File: src/rtl/asram_pkg.sv
package asram_pkg;

  typedef struct packed {
    logic ceN;
    logic oeN;
    logic weN;
    logic drive;
    logic capture;
  } strobe_t;

  typedef enum logic [2:0] {
    ST_IDLE   = 3'd0,
    ST_READ   = 3'd1,
    ST_TURN   = 3'd2,
    ST_WSETUP = 3'd3,
    ST_WPULSE = 3'd4,
    ST_WRECOV = 3'd5
  } state_t;

  function automatic int nsToCyc(input int ns, input int periodNs);
    int c;
    c = (ns + periodNs - 1) / periodNs;
    if (c < 1) c = 1;
    return c;
  endfunction

  function automatic int maxOf(input int a, input int b);
    return (a > b) ? a : b;
  endfunction

endpackage

File: src/rtl/asram_ctl.sv
module asram_ctl
  import asram_pkg::*;
#(
  parameter int CLK_NS    = 8,
  parameter int T_RC_NS   = 70,
  parameter int T_AA_NS   = 70,
  parameter int T_OE_NS   = 35,
  parameter int T_WP_NS   = 50,
  parameter int T_WC_NS   = 70,
  parameter int T_AW_NS   = 60,
  parameter int T_DW_NS   = 30,
  parameter int T_HZ_NS   = 25
) (
  input  logic    clk,
  input  logic    rstN,
  input  logic    reqValid,
  input  logic    reqWrite,
  output logic    reqReady,
  output logic    load,
  output strobe_t strobe
);

  // phase lengths in cycles
  localparam int RD_CYC = maxOf(maxOf(nsToCyc(T_RC_NS, CLK_NS), nsToCyc(T_AA_NS, CLK_NS)),
                                nsToCyc(T_OE_NS, CLK_NS));
  localparam int WC_REM = maxOf(nsToCyc(T_WC_NS, CLK_NS) - 2, 1);
  localparam int WP_CYC = maxOf(maxOf(nsToCyc(T_WP_NS, CLK_NS), nsToCyc(T_AW_NS, CLK_NS)),
                                maxOf(nsToCyc(T_DW_NS, CLK_NS), WC_REM));
  localparam int HZ_CYC = nsToCyc(T_HZ_NS, CLK_NS);
  localparam int MAX_CYC = maxOf(maxOf(RD_CYC, WP_CYC), HZ_CYC);
  localparam int CNT_W = $clog2(MAX_CYC + 1);

  localparam logic [CNT_W-1:0] RD_LAST = CNT_W'(RD_CYC - 1);
  localparam logic [CNT_W-1:0] WP_LAST = CNT_W'(WP_CYC - 1);
  localparam logic [CNT_W-1:0] HZ_LAST = CNT_W'(HZ_CYC - 1);

  state_t state, stateNxt;
  logic [CNT_W-1:0] cnt, cntNxt;
  logic cntZero;

  assign cntZero  = (cnt == '0);
  assign reqReady = (state == ST_IDLE);
  assign load     = reqReady && reqValid;

  always_comb begin
    stateNxt = state;
    cntNxt   = cntZero ? '0 : cnt - 1'b1;
    unique case (state)
      ST_IDLE: begin
        if (reqValid) begin
          if (reqWrite) begin
            stateNxt = ST_WSETUP;
            cntNxt   = '0;
          end else begin
            stateNxt = ST_READ;
            cntNxt   = RD_LAST;
          end
        end
      end
      ST_READ: begin
        if (cntZero) begin
          stateNxt = ST_TURN;
          cntNxt   = HZ_LAST;
        end
      end
      ST_TURN: begin
        if (cntZero) stateNxt = ST_IDLE;
      end
      ST_WSETUP: begin
        stateNxt = ST_WPULSE;
        cntNxt   = WP_LAST;
      end
      ST_WPULSE: begin
        if (cntZero) stateNxt = ST_WRECOV;
      end
      ST_WRECOV: begin
        stateNxt = ST_IDLE;
      end
      default: stateNxt = ST_IDLE;
    endcase
  end

  always_ff @(posedge clk) begin
    if (!rstN) begin
      state <= ST_IDLE;
      cnt   <= '0;
    end else begin
      state <= stateNxt;
      cnt   <= cntNxt;
    end
  end

  // strobes decoded from registered state only
  always_comb begin
    strobe.ceN     = !(state == ST_READ || state == ST_WSETUP ||
                       state == ST_WPULSE || state == ST_WRECOV);
    strobe.oeN     = (state != ST_READ);
    strobe.weN     = (state != ST_WPULSE);
    strobe.drive   = (state == ST_WSETUP || state == ST_WPULSE || state == ST_WRECOV);
    strobe.capture = (state == ST_READ) && cntZero;
  end

  // write strobe only inside chip select
  a_r5_we_within_ce: assert property (@(posedge clk) disable iff (!rstN)
    !strobe.weN |-> !strobe.ceN);
  // write strobe falls only after chip select was already low
  a_r5_we_fall_late: assert property (@(posedge clk) disable iff (!rstN)
    $fell(strobe.weN) |-> $past(!strobe.ceN));
  // chip select rises only after write strobe was already high
  a_r5_ce_rise_late: assert property (@(posedge clk) disable iff (!rstN)
    $rose(strobe.ceN) |-> $past(strobe.weN));
  // no bus drive while the device may drive
  a_r4_no_contention: assert property (@(posedge clk) disable iff (!rstN)
    strobe.drive |-> strobe.oeN);
  // idle means standby
  a_r2_ready_standby: assert property (@(posedge clk) disable iff (!rstN)
    reqReady |-> strobe.ceN);
  // capture only under a read strobe
  a_r3_capture_in_read: assert property (@(posedge clk) disable iff (!rstN)
    strobe.capture |-> (!strobe.ceN && !strobe.oeN && strobe.weN));

endmodule

File: src/rtl/asram_dp.sv
module asram_dp
  import asram_pkg::*;
#(
  parameter int ADDR_W = 15,
  parameter int DATA_W = 8
) (
  input  logic              clk,
  input  logic              rstN,
  input  logic              load,
  input  logic [ADDR_W-1:0] reqAddr,
  input  logic [DATA_W-1:0] reqWdata,
  input  strobe_t           strobe,
  input  logic [DATA_W-1:0] sramDqIn,
  output logic [ADDR_W-1:0] sramAddr,
  output logic [DATA_W-1:0] sramDqOut,
  output logic              sramDqOe,
  output logic              sramCeN,
  output logic              sramOeN,
  output logic              sramWeN,
  output logic              rspValid,
  output logic [DATA_W-1:0] rspData
);

  always_ff @(posedge clk) begin
    if (!rstN) begin
      sramAddr  <= '0;
      sramDqOut <= '0;
    end else if (load) begin
      sramAddr  <= reqAddr;
      sramDqOut <= reqWdata;
    end
  end

  always_ff @(posedge clk) begin
    if (!rstN) begin
      rspValid <= 1'b0;
      rspData  <= '0;
    end else begin
      rspValid <= strobe.capture;
      if (strobe.capture) rspData <= sramDqIn;
    end
  end

  assign sramCeN  = strobe.ceN;
  assign sramOeN  = strobe.oeN;
  assign sramWeN  = strobe.weN;
  assign sramDqOe = strobe.drive;

  // address held while selected
  a_r7_addr_hold: assert property (@(posedge clk) disable iff (!rstN)
    (!strobe.ceN && $past(!strobe.ceN)) |-> $stable(sramAddr));
  // write data held while driven
  a_r6_wdata_hold: assert property (@(posedge clk) disable iff (!rstN)
    (strobe.drive && $past(strobe.drive)) |-> $stable(sramDqOut));
  // response valid lasts one cycle
  a_r3_single_valid: assert property (@(posedge clk) disable iff (!rstN)
    rspValid |=> !rspValid);

endmodule

File: src/rtl/asram_ctrl.sv
module asram_ctrl
  import asram_pkg::*;
#(
  parameter int ADDR_W  = 15,
  parameter int DATA_W  = 8,
  parameter int CLK_NS  = 8,
  parameter int T_RC_NS = 70,
  parameter int T_AA_NS = 70,
  parameter int T_OE_NS = 35,
  parameter int T_WP_NS = 50,
  parameter int T_WC_NS = 70,
  parameter int T_AW_NS = 60,
  parameter int T_DW_NS = 30,
  parameter int T_HZ_NS = 25
) (
  input  logic              clk,
  input  logic              rstN,
  input  logic              reqValid,
  output logic              reqReady,
  input  logic              reqWrite,
  input  logic [ADDR_W-1:0] reqAddr,
  input  logic [DATA_W-1:0] reqWdata,
  output logic              rspValid,
  output logic [DATA_W-1:0] rspData,
  output logic              sramCeN,
  output logic              sramOeN,
  output logic              sramWeN,
  output logic [ADDR_W-1:0] sramAddr,
  output logic [DATA_W-1:0] sramDqOut,
  output logic              sramDqOe,
  input  logic [DATA_W-1:0] sramDqIn
);

  strobe_t strobe;
  logic    load;

  asram_ctl #(
    .CLK_NS(CLK_NS), .T_RC_NS(T_RC_NS), .T_AA_NS(T_AA_NS), .T_OE_NS(T_OE_NS),
    .T_WP_NS(T_WP_NS), .T_WC_NS(T_WC_NS), .T_AW_NS(T_AW_NS), .T_DW_NS(T_DW_NS),
    .T_HZ_NS(T_HZ_NS)
  ) u_ctl (
    .clk      (clk),
    .rstN     (rstN),
    .reqValid (reqValid),
    .reqWrite (reqWrite),
    .reqReady (reqReady),
    .load     (load),
    .strobe   (strobe)
  );

  asram_dp #(.ADDR_W(ADDR_W), .DATA_W(DATA_W)) u_dp (
    .clk       (clk),
    .rstN      (rstN),
    .load      (load),
    .reqAddr   (reqAddr),
    .reqWdata  (reqWdata),
    .strobe    (strobe),
    .sramDqIn  (sramDqIn),
    .sramAddr  (sramAddr),
    .sramDqOut (sramDqOut),
    .sramDqOe  (sramDqOe),
    .sramCeN   (sramCeN),
    .sramOeN   (sramOeN),
    .sramWeN   (sramWeN),
    .rspValid  (rspValid),
    .rspData   (rspData)
  );

endmodule

File: config.mk
export PLATFORM = sky130hd
export DESIGN_NAME = asram_ctrl
export DESIGN_NICKNAME = d
export VERILOG_FILES = /design/src/rtl/asram_pkg.sv /design/src/rtl/asram_ctl.sv /design/src/rtl/asram_dp.sv /design/src/rtl/asram_ctrl.sv
export SDC_FILE = /design/constraint.sdc
export NUM_CORES = 1
export LEC_CHECK = 0
export BUFFER_PORTS_ARGS = -buffer_cell sky130_fd_sc_hd__clkbuf_2
export CAP_MARGIN = 20
export CORE_MARGIN = 8
export CORE_UTILIZATION = 42
export CTS_CLUSTER_SIZE = 20
export DETAILED_ROUTE_END_ITERATION = 10
export PLACE_DENSITY = 0.76
export RECOVER_POWER = 100
export SYNTH_ARGS = -nofsm -noshare
export SYNTH_HDL_FRONTEND = slang
export SYNTH_HIERARCHICAL = 1
export SYNTH_SLANG_ARGS = --single-unit
File: constraint.sdc
create_clock -name clk -period 1.7 [get_ports clk]
set_clock_uncertainty 0.2 [all_clocks]
set_input_delay 0.34 -clock clk [delete_from_list [all_inputs] [get_ports clk]]
set_output_delay 0.34 -clock clk [all_outputs]
set_load 0.01 [all_outputs]
; Word level (Yosys, flattened, before mapping)
; Index checks and enable logic that the tools add are counted.
[totals]
register_bits = 39
latchBits = 0
ramBits = 0
rom_bits = 0
input_bits = 35
output_inout_bits = 37
wordCells = 40
n_memories = 0
[classes]
addsub = 1
multipliers = 0
n_div = 0
magnitude_cmp = 0
n_eq_ne = 11
shift = 0
mux = 11
bitwise = 0
reduce_logical = 11
[ops]
columns = operator, n
row1 = $mux W4, 4
row2 = $pmux W3 S5, 1
row3 = $mux W3, 4
row4 = $pmux W4 S3, 1
row5 = $eq A3 B2 Y1 const B, 2
row6 = $eq A3 B3 Y1 const B, 2
row7 = $ne A2 B1 Y1 const B, 3
row8 = $logic_or A1 B1 Y1, 5
row9 = $logic_not A4 Y1, 1
row10 = $reduce_and A4 Y1, 1
row11 = $sub A4 B1 Y4 const B, 1
row12 = $eq A3 B1 Y1 const B, 1
row13 = $logic_not A3 Y1, 1
row14 = $ne A3 B1 Y1 const B, 1
row15 = $ne A3 B3 Y1 const B, 1
row16 = $logic_and A1 B1 Y1, 2
row17 = $mux W2, 1
row18 = $ne A2 B2 Y1 const B, 1
row19 = $logic_not A1 Y1, 1

; Logic depth before layout (Yosys ltp)
[depth]
depth_word = 5
depth_mapped = 7
ltp_nobuf = 6

; Modules after synthesis
; Netlist, hierarchy kept.
[modules_own_cells]
columns = module, n_inst, cells_per_inst, area_per_inst_um2, seq_area_each_um2
row1 = asram_dp, 1, 106, 1251.2, 640.6
row2 = asram_ctl, 1, 47, 431.7, 140.1

; Worst setup path after synthesis
; No wires, ideal clock.
[synth_timing]
path_type = reg-to-reg
startpoint = register u_ctl.cnt[0]
endpoint = register u_dp.rspData[0]
setup_time_ns = 0.116
arrival_time_ns = 1.491
t_required_ns = 1.384
path_slack_ns = -0.107
stages_incl_launch_ff = 8
path_buffers = 1
period_less_slack_ns = 1.807
cell_sequence = dfxtp_1 inv_1 ha_1 or3b_2 nor2_1 buf_4 mux2i_1 nor2b_1
[synth_rtl]
columns = element, line_no
row1 = "start, declared", asram_ctl.sv:38  ; logic [CNT_W-1:0] cnt, cntNxt;
row2 = "start signal, assigned", asram_ctl.sv:89  ; cnt <= cntNxt;
row3 = "end signal, assigned", asram_dp.sv:40  ; if (strobe.capture) rspData <= sramDqIn;
row4 = "end, declared", asram_dp.sv:21  ; output logic [DATA_W-1:0] rspData

; Final worst setup path
[layout_timing]
startpoint = register u_ctl.state[2]
endpoint = output port sramDqOe
[layout_between]
elab_chain_cells = 3
word_cells_on_any_way = 5
classes_between = eq/ne (3) / reduce/logical (2)
[layout_lines]
columns = element, line_no
row1 = "start, declared", asram_ctl.sv:37  ; state_t state, stateNxt;
row2 = "start signal, assigned", asram_ctl.sv:88  ; state <= stateNxt;
row3 = $eq A3 B2 Y1 or $eq A3 B3 Y1 (tied branches), asram_ctl.sv:99  ; strobe.drive = (state == ST_WSETUP || state == ST_WPULSE || state == ST_WRECOV);
row4 = $logic_or A1 B1 Y1, asram_ctl.sv:99
row5 = $logic_or A1 B1 Y1 (*), asram_ctl.sv:99
row6 = "end, declared", asram_ctrl.sv:30  ; output logic sramDqOe,
; Mark *: on every way between the ends. The rest lies on a longest branch, timed or not.

==> results <==
- The sequential fraction of the synthesis area is 46.4%.
- The total number of placement rows is 23.
- The share of the synthesized area in the top cell type is 46.4%.
- The number of max-capacitance violations reported is 0.
- The clock-pin transition on the worst setup and hold timing paths is 0.08 ns.
- The number of antenna cells inserted is 0.
- The met2 routing resource usage after global routing is 21.9%.
- The post-route fraction of the period consumed by the critical path is 104%.
- From synthesis to final layout, the design area changed by 41.6%.
- The I/O pin count is 72.
- In this run switching power makes up 33.0% of total power.
- After the first detailed-routing iteration, the DRC count stood at 68.
- In this run, CTS created clock tree buffers numbering 5.
- The total negative setup slack is -0.232 ns.
- The root cell of the clock tree is sky130_fd_sc_hd__clkbuf_8.
- The core footprint is 3940 um^2.
- From bottom edge to top edge, the die measures 79.3 um.
- The register-to-register path setup slack is -0.05 ns.
- The cell area power density is 1480 nW/um^2.
- In the final design database the tool counted 281 nets.
- The static leakage power is 1.00 nW.
- The clock reaches the later pin of the worst-skew pair after 0.29 ns.
- The count of fill cells added during filler insertion is 348.
- Counting every instance in the synthesized netlist gives 153.
- The maximum number of pins on one net before global-route repair is 29.
- The overall overflow remaining after global route is 0.
- The average instance in the mapped netlist occupies 11.0 um^2.
- The post-synth net total is 190.
- TritonCTS built the clock tree.
- The data required time at the worst endpoint is 1.16 ns.
- The upper clock frequency limit is 568 MHz.
- In this run the tightest slew margin relative to its limit is 75.6%.
- The synthesis warning total is 6.
- The worst setup path is captured at an output port.
- The area of the mapped netlist is 1680 um^2.
- At the pin with the least slew margin, the transition time is 0.364 ns.
- The setup slack of the critical path after layout is -0.0602 ns.
- The share of total power in combinational logic is 43.6%.
- The delay of the slowest cell on the worst path is 0.36 ns.
- The average detailed-routed wire length per instance is 15.0 um.
- The routed via count divided by cell count is 4.62.
- The most area-hungry cell type in the Yosys netlist is sky130_fd_sc_hd__dfxtp_1.
- The synthesized netlist contains 32 unique library cells.
- For this run, global-route usage on met1 was measured as 15.2%.
- The H-tree was split into 2 levels.
- The run finished, with violations left.
- For this run, asynchronously set or reset flops after synthesis account for 0%.
- The final routed DRC violation total is 0.
- Data arrives at the worst endpoint at 1.22 ns.
- The die covers 6290 um^2.
- The HPWL after detailed placement is 2860 um.
- The number of enable-type register cells in the synthesized netlist is 0.
- By count the netlist is led by 39 x sky130_fd_sc_hd__dfxtp_1, 32 x sky130_fd_sc_hd__mux2i_1, 31 x sky130_fd_sc_hd__nor2b_1.
- The weighted congestion at the end of routability-driven global placement is 0.792.
- The remaining antenna violation count is 0.
- The most used flip-flop cell after synthesis is sky130_fd_sc_hd__dfxtp_1.
- The width of the die is 79.3 um.
- The first TritonRoute pass finished after 4 iterations.
- The number of hold-slack violations in the final timing report is 0.
- The most heavily used metal layer in global routing is met2.
- The via count of the first global-routing pass is 1,341.
- Counting every sink on the clock net gives 39.
- The smallest clock period supported by the final layout is computed as 1.76 ns.
- The final layout contains routed wiring with a total length of 4410 um.
- Cell internal power was estimated by the tool at 2.37 mW.
- The clock passes through at most 2 buffers.
- By instance count, the leading cell after synthesis is sky130_fd_sc_hd__dfxtp_1.
- Setup repair after global routing could not meet its margin everywhere.
- The path class of the tightest hold or removal check is input pin to flop.
- The category of the most critical setup path is flop to output port.
- For met3 alone, demand over resource in global routing was 4.51%.
- The checks that failed: setup timing.
- Timing analysis after detailed placement gives a worst setup slack of -0.0746 ns.
- The routed via count is 1,362.
- The first global-routing pass estimated 6640 um of wire.
- The global-route usage over all layers is 13.5%.
- In the post-synthesis netlist, the biggest area contributors are sky130_fd_sc_hd__dfxtp_1 46%, sky130_fd_sc_hd__mux2i_1 19%, sky130_fd_sc_hd__nor2b_1 12%.
- The critical path goes through buf_6 > nand3b_1 > o21ai_1 > buf_2.
- The worst setup path is launched from a flop.
- On the critical path, the stage with the largest delay is an instance of sky130_fd_sc_hd__dfxtp_4.
- The initial antenna violation count is 0.
- The post-route netlist has 36.7% of its cells at a drive strength greater than 1.
- The clock network burns 21.7% of the power.
- The register bit count reported by yosys is 39.
- The total count of max-transition violations in the final report is 0.
- Of the total power, registers draw 34.7%.
- The total setup violations reported at the end of the flow is 7.
- The switching power is 1.17 mW.
- The number of buffer cells added on primary ports is 71.
- Once the floorplan was initialized, standard cells occupied 42.7% of the core.
- Along the worst path, the maximum fanout reaches 5.
- IR analysis of the VDD net gives a maximum drop of 0.727 mV.
[routing by layer]
layer,up-vias,share of wire (%)
li1,700,-
met1,614,43
met2,42,50
met3,6,5.9
met4,0,1.1
met5,-,0
[cell type report]
| cell class | instances | area, um^2 | share of cell area [%] |
|---|---|---|---|
| sequential | 39 | 795 | 33.3 |
| multi-input combinational | 97 | 808 | 33.9 |
| timing repair buffer | 97 | 591 | 24.8 |
| tap | 50 | 62.6 | 2.62 |
| clock buffer | 5 | 68.8 | 2.89 |
| inverter | 4 | 15.0 | 0.630 |
| clock inverter | 3 | 43.8 | 1.84 |
[worst paths after layout]
path / from / endpoint / cells after the start
worst max-delay path: u_ctl/state[2] / sramDqOe / 4
worst min-delay path: sramDqIn[5] / u_dp/rspData[5] / 3
worst max register to register: u_ctl/cnt[1] / u_dp/rspData[4] / 7
worst min register to register: u_dp/sramAddr[7] / u_dp/sramAddr[7] / 2
[critical path: cells and delay by family, from the launching register on]
kind                   cells  cell delay, ns
DFF                        1            0.36
buffers and inverters      2            0.27
and+or+nand+nor            1            0.20
AOI/OAI and AO/OA          1            0.11
[cell usage in the layout, fill, tap and decap left out, types with 2 or more instances in the layout]
master,instances
sky130_fd_sc_hd__clkbuf_2,36
sky130_fd_sc_hd__dfxtp_1,34
sky130_fd_sc_hd__clkbuf_1,32
sky130_fd_sc_hd__mux2i_1,31
sky130_fd_sc_hd__nor2b_1,31
sky130_fd_sc_hd__buf_4,17
sky130_fd_sc_hd__buf_6,6
sky130_fd_sc_hd__clkbuf_8,5
sky130_fd_sc_hd__nor3_1,4
sky130_fd_sc_hd__inv_2,3
sky130_fd_sc_hd__nand3b_1,3
sky130_fd_sc_hd__dfxtp_4,3
sky130_fd_sc_hd__clkbuf_16,2
sky130_fd_sc_hd__buf_2,2
sky130_fd_sc_hd__o21ai_1,2
sky130_fd_sc_hd__nor2_1,2
sky130_fd_sc_hd__and2_1,2
sky130_fd_sc_hd__o21a_1,2
sky130_fd_sc_hd__dfxtp_2,2
[registers in the layout, indices dropped and copies added, names as in the netlist]
name	flops
u_ctl/cnt	4
u_dp/sramAddr	15
u_dp/sramDqOut	8
u_dp/rspData	8
u_ctl/state	3
u_dp/rspValid	1
[timing repair]
action	4_1_cts	5_1_grt
hold buffers	0	0
endpoints found under the hold margin	0	0
buffers inserted	9	2
endpoints found under the setup margin	12	36
resized for setup	13	9
cloned	1	3
pin swaps	2	2
[kinds of logic after synthesis]
group / synth area share (%)
XOR/XNOR: 0.521
AND/OR/NAND/NOR: 19.3
flip-flops: 46.4
buffers and inverters: 7.43
multiplexers: 19.0
adder cells (fa/ha/maj): 1.49
AO/OA/AOI/OAI: 5.80
[power groups by stage]
| stage | registers [mW] | clock network, mW | logic, mW |
|---|---|---|---|
| 6_report | 1.23 | 0.768 | 1.54 |
| 5_1_grt | 1.25 | 0.837 | 1.68 |
| 4_1_cts | 1.22 | 0.792 | 1.39 |
| 3_5_place_dp | 1.26 | 0 | 1.24 |
| 3_3_place_gp | 1.25 | 0 | 1.21 |
| 2_1_floorplan | 1.27 | 0 | 0.875 |
[metrics by stage]
step	std cells	power (mW)	instance area, um^2	hold WS (ns)	util (%)
floorplan	153	2.15	1700	0.258	-
global placement	273	2.46	2110	0.295	53.5
detailed placement	273	2.50	2110	0.303	53.5
CTS	291	3.41	2330	0.0924	59.2
global route	295	3.76	2380	0.103	60.5
finish	295	3.53	2380	0.102	60.5
Note: power is estimated with default switching activity, not from simulation.
